**src/rtl/pp_pkg.sv**
```systemverilog
package pp_pkg;
  typedef enum logic [1:0] {
    PM_BASIC  = 2'b00,
    PM_STROBE = 2'b01,
    PM_BIDIR  = 2'b10,
    PM_BIDIR2 = 2'b11
  } pmode_e;

  localparam logic [1:0] A_DATA = 2'b00;
  localparam logic [1:0] A_STAT = 2'b01;
  localparam logic [1:0] A_CTRL = 2'b11;

  // status bit positions that also name the enable bit for set/reset
  localparam int IN_INTE_BIT  = 4;
  localparam int OUT_INTE_BIT = 6;
  localparam int IBF_BIT      = 5;
  localparam int OBF_BIT      = 7;
  localparam int INTR_BIT     = 3;
endpackage

```
**src/rtl/pp_sync.sv**
```systemverilog
module pp_sync #(
  parameter int W       = 1,
  parameter int STAGES  = 2,
  parameter bit RST_ONE = 1'b0
) (
  input  logic         clk,
  input  logic         rst,
  input  logic [W-1:0] d,
  output logic [W-1:0] q
);
  logic [W-1:0] pipe [STAGES];

  always_ff @(posedge clk) begin
    if (rst) begin
      for (int i = 0; i < STAGES; i++) pipe[i] <= {W{RST_ONE}};
    end else begin
      pipe[0] <= d;
      for (int i = 1; i < STAGES; i++) pipe[i] <= pipe[i-1];
    end
  end

  assign q = pipe[STAGES-1];
endmodule

```
**src/rtl/pp_cfg.sv**
```systemverilog
module pp_cfg
  import pp_pkg::*;
(
  input  logic       clk,
  input  logic       rst,
  input  logic       wr_ctrl,
  input  logic [7:0] cword,
  output logic       mode_set,
  output logic       hs_in,
  output logic       hs_out,
  output logic       dir_in,
  output logic       inte
);
  pmode_e mode_q;
  logic   strobed;

  assign mode_set = wr_ctrl & cword[7];
  assign strobed  = (mode_q == PM_STROBE);
  assign hs_in    = strobed & dir_in;
  assign hs_out   = strobed & ~dir_in;

  always_ff @(posedge clk) begin
    if (rst) begin
      mode_q <= PM_BASIC;
      dir_in <= 1'b1;
      inte   <= 1'b0;
    end else if (mode_set) begin
      mode_q <= pmode_e'(cword[6:5]);
      dir_in <= cword[4];
      inte   <= 1'b0;
    end else if (wr_ctrl) begin
      if (hs_in && cword[3:1] == 3'(IN_INTE_BIT))
        inte <= cword[0];
      else if (hs_out && cword[3:1] == 3'(OUT_INTE_BIT))
        inte <= cword[0];
    end
  end
endmodule

```
**src/rtl/pp_hshake.sv**
```systemverilog
module pp_hshake #(
  parameter int DW = 8
) (
  input  logic          clk,
  input  logic          rst,
  input  logic          clr,
  input  logic          hs_in,
  input  logic          hs_out,
  input  logic          inte,
  input  logic          stb_fall,
  input  logic          stb_rise,
  input  logic          ack_fall,
  input  logic          ack_rise,
  input  logic          rd_fall,
  input  logic          rd_rise,
  input  logic          wr_fall,
  input  logic          wr_rise,
  input  logic [DW-1:0] din,
  output logic          ibf,
  output logic          obf_n,
  output logic          intr,
  output logic [DW-1:0] in_latch
);
  always_ff @(posedge clk) begin
    if (rst || clr) begin
      ibf      <= 1'b0;
      obf_n    <= 1'b1;
      intr     <= 1'b0;
      in_latch <= '0;
    end else if (hs_in) begin
      obf_n <= 1'b1;
      if (stb_fall)     ibf <= 1'b1;
      else if (rd_rise) ibf <= 1'b0;
      if (stb_rise) in_latch <= din;
      if (stb_rise && inte) intr <= 1'b1;
      else if (rd_fall)     intr <= 1'b0;
    end else if (hs_out) begin
      ibf <= 1'b0;
      if (wr_rise)       obf_n <= 1'b0;
      else if (ack_fall) obf_n <= 1'b1;
      if (ack_rise && inte) intr <= 1'b1;
      else if (wr_fall)     intr <= 1'b0;
    end else begin
      ibf   <= 1'b0;
      obf_n <= 1'b1;
      intr  <= 1'b0;
    end
  end
endmodule

```
**src/rtl/pp_strobe_port.sv**
```systemverilog
module pp_strobe_port
  import pp_pkg::*;
#(
  parameter int DW          = 8,
  parameter int SYNC_STAGES = 2
) (
  input  logic          clk,
  input  logic          rst,
  input  logic [1:0]    addr,
  input  logic [DW-1:0] wdata,
  input  logic          wr_n,
  input  logic          rd_n,
  output logic [DW-1:0] rdata,
  input  logic [DW-1:0] pin_in,
  output logic [DW-1:0] pin_out,
  output logic          pin_oe,
  input  logic          stb_n,
  output logic          ibf,
  input  logic          ack_n,
  output logic          obf_n,
  output logic          intr
);
  localparam int CW = 8;

  logic [1:0]    hs_sync, hs_prev;
  logic [DW-1:0] din_sync;
  logic          wr_q, rd_q;
  logic          wr_fall, wr_rise, rd_fall, rd_rise, sel_data;
  logic          stb_fall, stb_rise, ack_fall, ack_rise;
  logic          mode_set, hs_in, hs_out, dir_in, inte;
  logic [DW-1:0] in_latch, out_latch, rd_mux;
  logic [CW-1:0] status;

  pp_sync #(.W(2), .STAGES(SYNC_STAGES), .RST_ONE(1'b1)) u_hs_sync (
    .clk(clk), .rst(rst), .d({stb_n, ack_n}), .q(hs_sync));

  pp_sync #(.W(DW), .STAGES(SYNC_STAGES), .RST_ONE(1'b0)) u_din_sync (
    .clk(clk), .rst(rst), .d(pin_in), .q(din_sync));

  always_ff @(posedge clk) begin
    if (rst) begin
      hs_prev <= 2'b11;
      wr_q    <= 1'b1;
      rd_q    <= 1'b1;
    end else begin
      hs_prev <= hs_sync;
      wr_q    <= wr_n;
      rd_q    <= rd_n;
    end
  end

  assign stb_fall = hs_prev[1] & ~hs_sync[1];
  assign stb_rise = ~hs_prev[1] & hs_sync[1];
  assign ack_fall = hs_prev[0] & ~hs_sync[0];
  assign ack_rise = ~hs_prev[0] & hs_sync[0];
  assign sel_data = (addr == A_DATA);
  assign wr_fall  = wr_q & ~wr_n;
  assign wr_rise  = ~wr_q & wr_n;
  assign rd_fall  = rd_q & ~rd_n;
  assign rd_rise  = ~rd_q & rd_n;

  pp_cfg u_cfg (
    .clk(clk), .rst(rst),
    .wr_ctrl(wr_fall && addr == A_CTRL), .cword(wdata[CW-1:0]),
    .mode_set(mode_set), .hs_in(hs_in), .hs_out(hs_out),
    .dir_in(dir_in), .inte(inte));

  pp_hshake #(.DW(DW)) u_hs (
    .clk(clk), .rst(rst), .clr(mode_set),
    .hs_in(hs_in), .hs_out(hs_out), .inte(inte),
    .stb_fall(stb_fall), .stb_rise(stb_rise),
    .ack_fall(ack_fall), .ack_rise(ack_rise),
    .rd_fall(rd_fall && sel_data), .rd_rise(rd_rise && sel_data),
    .wr_fall(wr_fall && sel_data), .wr_rise(wr_rise && sel_data),
    .din(din_sync),
    .ibf(ibf), .obf_n(obf_n), .intr(intr), .in_latch(in_latch));

  always_ff @(posedge clk) begin
    if (rst || mode_set)
      out_latch <= '0;
    else if (wr_fall && sel_data && !dir_in)
      out_latch <= wdata;
  end

  assign pin_out = out_latch;
  assign pin_oe  = ~dir_in;

  always_comb begin
    status = '0;
    if (hs_in) begin
      status[IBF_BIT]     = ibf;
      status[IN_INTE_BIT] = inte;
      status[INTR_BIT]    = intr;
    end else if (hs_out) begin
      status[OBF_BIT]      = obf_n;
      status[OUT_INTE_BIT] = inte;
      status[INTR_BIT]     = intr;
    end
  end

  always_comb begin
    case (addr)
      A_DATA:  rd_mux = hs_in ? in_latch : (dir_in ? din_sync : out_latch);
      A_STAT:  rd_mux = DW'(status);
      default: rd_mux = '0;
    endcase
  end

  always_ff @(posedge clk) begin
    if (rst)        rdata <= '0;
    else if (!rd_n) rdata <= rd_mux;
  end
endmodule

```
**config.mk**
```make
export PLATFORM = sky130hd
export DESIGN_NAME = pp_strobe_port
export DESIGN_NICKNAME = d
export VERILOG_FILES = /design/src/rtl/pp_pkg.sv /design/src/rtl/pp_sync.sv /design/src/rtl/pp_cfg.sv /design/src/rtl/pp_hshake.sv /design/src/rtl/pp_strobe_port.sv
export SDC_FILE = /design/constraint.sdc
export NUM_CORES = 1
export LEC_CHECK = 0
export BUFFER_PORTS_ARGS = -buffer_cell sky130_fd_sc_hd__clkbuf_2
export CAP_MARGIN = 20
export CORE_MARGIN = 2
export CORE_UTILIZATION = 48
export CTS_CLUSTER_SIZE = 14
export DETAILED_ROUTE_END_ITERATION = 16
export MAX_ROUTING_LAYER = met4
export PLACE_DENSITY_LB_ADDON = 0.2
export SKIP_LAST_GASP = 1
export SLEW_MARGIN = 15
export SYNTH_ARGS = -nofsm -noshare
export SYNTH_HDL_FRONTEND = slang
export SYNTH_SLANG_ARGS = --single-unit
```
**constraint.sdc**
```tcl
create_clock -name clk -period 1.5 [get_ports clk]
set_input_delay 0 -clock clk [delete_from_list [all_inputs] [get_ports clk]]
set_output_delay 0 -clock clk [all_outputs]
set_load 0.1 [all_outputs]
```
### After elaboration in Yosys (flattened, before gate mapping)

Memory sizes are Yosys's and may differ from the RTL's.
Index checks and enable logic that the tools add are counted.

| operators by class | value |
|---|---|
| reduce and logical (&&, ||, !) cells | 22 |
| add/sub/neg operators | 0 |
| mux-type cells | 27 |
| shift operators | 0 |
| order comparisons | 0 |
| eq/ne operators | 7 |
| multiply operators | 0 |
| div/mod/pow operators | 0 |
| bitwise logic cells | 26 |

Operators by type and width:

| operator | number |
|---|---|
| two-way mux 8 bit | 4 |
| two-way mux 1 bit | 17 |
| case mux 8 bit (2 select lines) | 1 |
| bitwise AND 1 bit | 11 |
| NOT 1 bit | 11 |
| logical AND 1 bit | 10 |
| two-way mux 2 bit | 5 |
| equality test 3 bit (second input constant) | 2 |
| AND reduction 2 bit | 3 |
| nonzero test 2 bit | 3 |
| equality test 2 x 1 -> 1 bit (second input constant) | 2 |
| inequality test 4 x 2 -> 1 bit (second input constant) | 1 |
| bitwise OR 1 bit | 4 |
| OR reduction 2 bit | 2 |
| inequality test 3 x 1 -> 1 bit (second input constant) | 1 |
| OR reduction 3 bit | 1 |
| equality test 2 bit (second input constant) | 1 |
| zero test 2 bit | 1 |
| zero test 1 bit | 1 |
| logical OR 1 bit | 1 |

| storage, ports and cells | value |
|---|---|
| memory bits (writable) | 20 |
| bits of input ports | 24 |
| word-level logic and storage cells | 96 |
| output and inout bits | 20 |
| bits in latches | 0 |
| flip-flop bits (word level) | 35 |
| memory bits (read-only) | 0 |
| memories kept | 2 |

Memory list:

| name | words | width | read ports | clocked after Yosys merged registers in | wr ports | RTL line | RTL |
|---|---|---|---|---|---|---|---|
| u_din_sync.pipe | 2 | 8 | 2 | 0 | 2 | pp_sync.sv:11 | `logic [W-1:0] pipe [STAGES];` |
| u_hs_sync.pipe | 2 | 2 | 2 | 0 | 2 | pp_sync.sv:11 |  |

### Depth between registers and ports, before layout

| logic depth | value |
|---|---|
| depth in word-level cells | 7 |
| gate-level depth with buffers | 6 |
| gate-level depth less buffers | 4 |

### Hierarchy

A second synthesis with hierarchy kept.

| second synthesis, totals | value |
|---|---|
| cell total of the unflattened synthesis | 248 |
| area total of the unflattened synthesis | 2381.0 um^2 |

By module, submodules not included:

| module | area each (um^2) | sequential area each (um^2) | cells each | times used |
|---|---|---|---|---|
| pp_strobe_port | 1027.2 | 400.4 | 115 | 1 |
| pp_sync at u_din_sync | 524.3 | 320.3 | 41 | 1 |
| pp_hshake | 505.5 | 220.2 | 57 | 1 |
| pp_cfg | 203.9 | 80.1 | 25 | 1 |
| pp_sync at u_hs_sync | 120.1 | 80.1 | 10 | 1 |

### Worst setup path before layout

Ideal clock, no wire load.

| timing | value |
|---|---|
| path kind | register to register |
| start point | reg u_cfg.dir_in |
| end point | reg rdata[5] |
| data arrival time | 1.738 ns |
| setup time | 0.128 ns |
| stages on the path, launching flop included | 5 |
| path buffers | 0 |
| required time | 1.372 ns |
| setup slack | -0.366 ns |
| cells stage by stage | dfxtp_1 > clkinv_1 > o2bb2ai_1 > a221oi_1 > nor3_1 |

| between the ends | value |
|---|---|
| word-level cells in the longest chain between the ends | 3 |
| elaborated cells between the ends (all ways) | 5 |

RTL lines:

| element | RTL line | RTL |
|---|---|---|
| from (decl) | pp_cfg.sv:11 | `output logic dir_in,` |
| from (signal assigned) | pp_cfg.sv:29 | `dir_in <= cword[4];` |
| bitwise AND 1 bit or two-way mux 8 bit (tied branches) | pp_cfg.sv:19, pp_strobe_port.sv:103 |  |
| two-way mux 2 bit or two-way mux 8 bit (tied branches) | pp_strobe_port.sv:90, pp_strobe_port.sv:103 |  |
| case mux 8 bit (2 select lines) (*) | pp_strobe_port.sv:102 | `case (addr)` |
| to (signal assigned) | pp_strobe_port.sv:111 | `else if (!rd_n) rdata <= rd_mux;` |
| to (decl) | pp_strobe_port.sv:13 | `output logic [DW-1:0] rdata,` |

Mark *: on every way between the ends. The rest lies on a longest branch, timed or not.
A chain may end at the register's enable or synchronous reset.

### Final worst setup path

| timing | value |
|---|---|
| start point | reg wr_q |
| end point | reg u_hs.intr |

| between the ends | value |
|---|---|
| word-level cells in the longest chain between the ends | 4 |
| elaborated cells between the ends (all ways) | 7 |

RTL lines:

| element | RTL line | RTL |
|---|---|---|
| from (decl) | pp_strobe_port.sv:27 | `logic wr_q, rd_q;` |
| from (signal assigned) | pp_strobe_port.sv:47 | `wr_q <= wr_n;` |
| bitwise AND 1 bit (*) | pp_strobe_port.sv:57 | `assign wr_fall = wr_q & ~wr_n;` |
| logical AND 1 bit (on tied branches) | pp_strobe_port.sv:74, pp_strobe_port.sv:64 |  |
| inequality test 4 x 2 -> 1 bit (no source line) or bitwise AND 1 bit (tied branches) | n/a |  |
| AND reduction 2 bit (no source line) or logical OR 1 bit (tied branches) | n/a |  |
| to (signal assigned) | pp_hshake.sv:41 | `if (ack_rise && inte) intr <= 1'b1;` |
| to (signal assigned) | pp_hshake.sv:42 | `else if (wr_fall) intr <= 1'b0;` |
| to (signal assigned) | pp_hshake.sv:46 | `intr <= 1'b0;` |
| to (decl) | pp_hshake.sv:21 | `output logic intr,` |

Marked as above.

==> impl_metrics.py <==
metrics = {
    "status": {
        "outcome": "complete, no violations",
    },
    "synth": {
        "yosys.area_share.adder_pct": 0,
        "syn-mean-instance-area_sq_um": 9.31,
        "synth-simple-area-share_pct": 24.3,
        "synth-xor-area-share_pct": 0.406,
        "synth.mux.area_fraction_pct": 5.10,
        "synthCells": 232,
        "synth_top_family_by_area": "simple AND/OR/NAND/NOR gates",
        "synthArstFlopShare_pct": 0,
        "ys_seq_elements": 55,
        "synth.distinct_cells": 44,
        "syn_nets": 256,
        "synth_compound_area_share_pct": 14.5,
        "yosysSeqAreaShare_pct": 51.0,
        "synth_area_sq_um": 2160,
        "ys.flop_type": "dfxtp_1",
        "synth_edf_count": 0,
        "yosysWarnings": 0,
    },
    "floorplanning": {
        "die_y_um": 71.1,
        "die_area_sq_um": 5050,
        "std_cell_rows": 24,
        "initial_core_util_pct": 49.6,
        "coreArea_sq_um": 4350,
        "fp.dieW_um": 71.1,
        "io_pins": 44,
    },
    "sta": {
        "tightestPinTransition_ns": 0.543,
        "setup_viol": 0,
        "fin_skew_ns": 0.00789,
        "max-slew-margin-rel_pct": 64.0,
        "period_minus_slack_ns": 1.49,
        "clock.fmax_mhz": 671,
        "finalHoldViolCount": 0,
        "period_share_pct": 99.3,
        "slew_viol_final": 0,
        "rsz0062_at_grt": "true",
    },
    "layout": {
        "layout-drive-gt1-share_pct": 25.2,
        "final_nets": 324,
        "final_cell_mix": "dfxtp_1, clkbuf_2, nand2_1",
        "final-instance-count-excl-fill": 353,
        "fin_area_sq_um": 2770,
        "final_common_cell": "dfxtp_1",
        "diodes": 0,
        "area_growth_pct": 28.3,
    },
    "pwr": {
        "p_comb_share_pct": 10.1,
        "clkPwrFrac_pct": 31.4,
        "power_w": 0.00258,
        "power_density_nw_per_um2": 932,
        "p_switching_w": 0.000644,
        "p_leak_nw": 1.25,
        "ir_worst_vdd_mv": 0.658,
        "power_frac_seq_pct": 58.4,
        "internal_power_w": 0.00194,
        "sw_frac_of_total_pct": 24.9,
    },
    "hold_path": {
        "hold_start": "rst",
        "hold_path.class": "in -> reg",
    },
    "detailed_routing": {
        "drt_iter0_drc": 233,
        "ant_nets": 0,
        "via_count": 1830,
        "routed_via_density": 5.18,
        "drcViolationCount": 0,
        "drt-total-wl_mm": 4.93,
        "firstDrtPassIters": 4,
        "post_drt_wl_per_cell_um": 14.0,
    },
    "critical_path": {
        "crit_chain": "or4b_4, nor3_2, a31oi_1, o211a_1",
        "slowest_stage": "or4b_4",
        "worstPathArrival_ns": 1.70,
        "crit_type": "reg -> reg",
        "cpLargestDelayFamily": "simple AND/OR/NAND/NOR gates",
        "crit_path_max_fanout": 6,
        "end_kind": "register",
        "critical_path.reg2reg.startpoint": "wr_q",
        "start_kind": "register",
        "cpPeakStageDelay_ns": 0.57,
        "cp.required_ns": 1.71,
        "startpoint": "wr_q",
        "cp.buffers_inverters": 0,
    },
    "clocking": {
        "clock-sinks": 55,
        "cts_tree": "done",
        "ctsHtreeMaxLevel": 2,
        "root_buffer": "clkbuf_8",
        "clk_path_buf_depth": 2,
        "cts_setup_buffers": 0,
        "cts_buffers": 5,
        "clock_latency_ns": 0.31,
        "path_clk_slew_ns": 0.10,
    },
    "grt": {
        "grt_overflow_total": 0,
        "grt_util_all_layers_pct": 21.2,
        "grt_pass1_vias": 1739,
        "grt_pass1_wl_mm": 8.11,
        "antenna_found_initial": 0,
        "grt_max_degree": 31,
    },
    "place": {
        "place_congestion": 0.916,
        "place_area_sq_um": 2480,
        "post-place-cells": 325,
        "io_buffers": 43,
        "dpl.hpwl_mm": 3.47,
    },
    "run": {
        "cap_violations": 0,
    },
}
## stage by stage
| stage | util (%) | worst slack [ns] | setup TNS [ns] | hold WS [ns] |
|---|---|---|---|---|
| 2_1_floorplan | - | 0.00849 | 0 | 0.104 |
| 4_1_cts | 63.3 | 0.0316 | 0 | 0.0505 |
| 5_1_grt | 63.6 | -0.0481 | -0.0983 | 0.0783 |
| 3_5_place_dp | 57.0 | 0.0405 | 0 | 0.188 |
| 6_report | 63.6 | 0.0100 | 0 | 0.0619 |
| 3_3_place_gp | 57.0 | 0.114 | 0 | 0.183 |
## kinds of logic (layout without fill, tap and decap cells)
family	count (synthesis)	count (layout)
flip-flops	55	55
multiplexers	11	11
XOR/XNOR	1	1
buffers and inverters	21	89
AND/OR/NAND/NOR	97	98
AO/OA/AOI/OAI	47	47
## state kept, by name, summed over array words and instances (netlist names), 2 cells and up
name,cells
u_hs_sync.pipe,4
pin_out,8
u_cfg.mode_q,2
u_hs.in_latch,8
rdata,8
hs_prev,2
u_din_sync.pipe,16
## layer usage
layer	global-route usage (%)	part of all wire [%]
met1	27.4	46
met2	32.0	47
met3	5.13	5.5
met4	8.39	2.0
met5	-	0
## worst min-delay path: cells and delay by family
| kind | cells | cell delay (ns) |
|---|---|---|
| and+or+nand+nor | 1 | 0.09 |
| buffers and inverters | 2 | 0.25 |
## repair_timing
| action | CTS | global route |
|---|---|---|
| hold buffers | 19 | 0 |
| resized for setup | 0 | 1 |
| setup endpoints to repair | 0 | 5 |
| endpoints found under the hold margin | 23 | 0 |
## power groups by stage
stage               combinational, W  sequential (W)  clock [W]
global placement            0.000214         0.00154          0
floorplan                   0.000109         0.00157          0
CTS                         0.000256         0.00151   0.000842
global route                0.000285         0.00152   0.000897
finish                      0.000262         0.00151   0.000812
detailed placement          0.000217         0.00154          0
## synth_stat cells (all sizes together) (3+ instances only)
library cell | count | share of area, %
a311oi | 3 | 1.2
nand3b | 3 | 1.0
or2 | 5 | 1.4
a21oi | 12 | 2.8
a22o | 3 | 1.2
nor2b | 22 | 6.4
o21ai | 13 | 3.2
buf | 7 | 2.3
nor2 | 20 | 4.2
clkbuf | 6 | 1.0
nand3 | 3 | 0.93
mux2i | 11 | 5.1
a31oi | 6 | 1.7
dfxtp | 55 | 51
nand2 | 29 | 5.0
inv | 7 | 1.2
nor3 | 4 | 1.2
## cell type report
cell class | instances | area (sq um)
Fill cell | 367 | 1580
Sequential cell | 55 | 1100
Multi-Input combinational cell | 157 | 970
Timing Repair Buffer | 73 | 515
Clock buffer | 5 | 68.8
Tap cell | 52 | 65.1
Inverter | 8 | 31.3
Clock inverter | 3 | 18.8
## final timing paths
path	endpoint	cells past startpoint	slack, ns
setup / recovery	u_hs.intr	4	0.01
hold / removal	rd_q	3	0.06
setup reg to reg	u_hs.intr	4	0.01
hold reg to reg	u_hs_sync.pipe[0][2]	1	0.42
No activity file was read; power rests on OpenSTA's default activity.
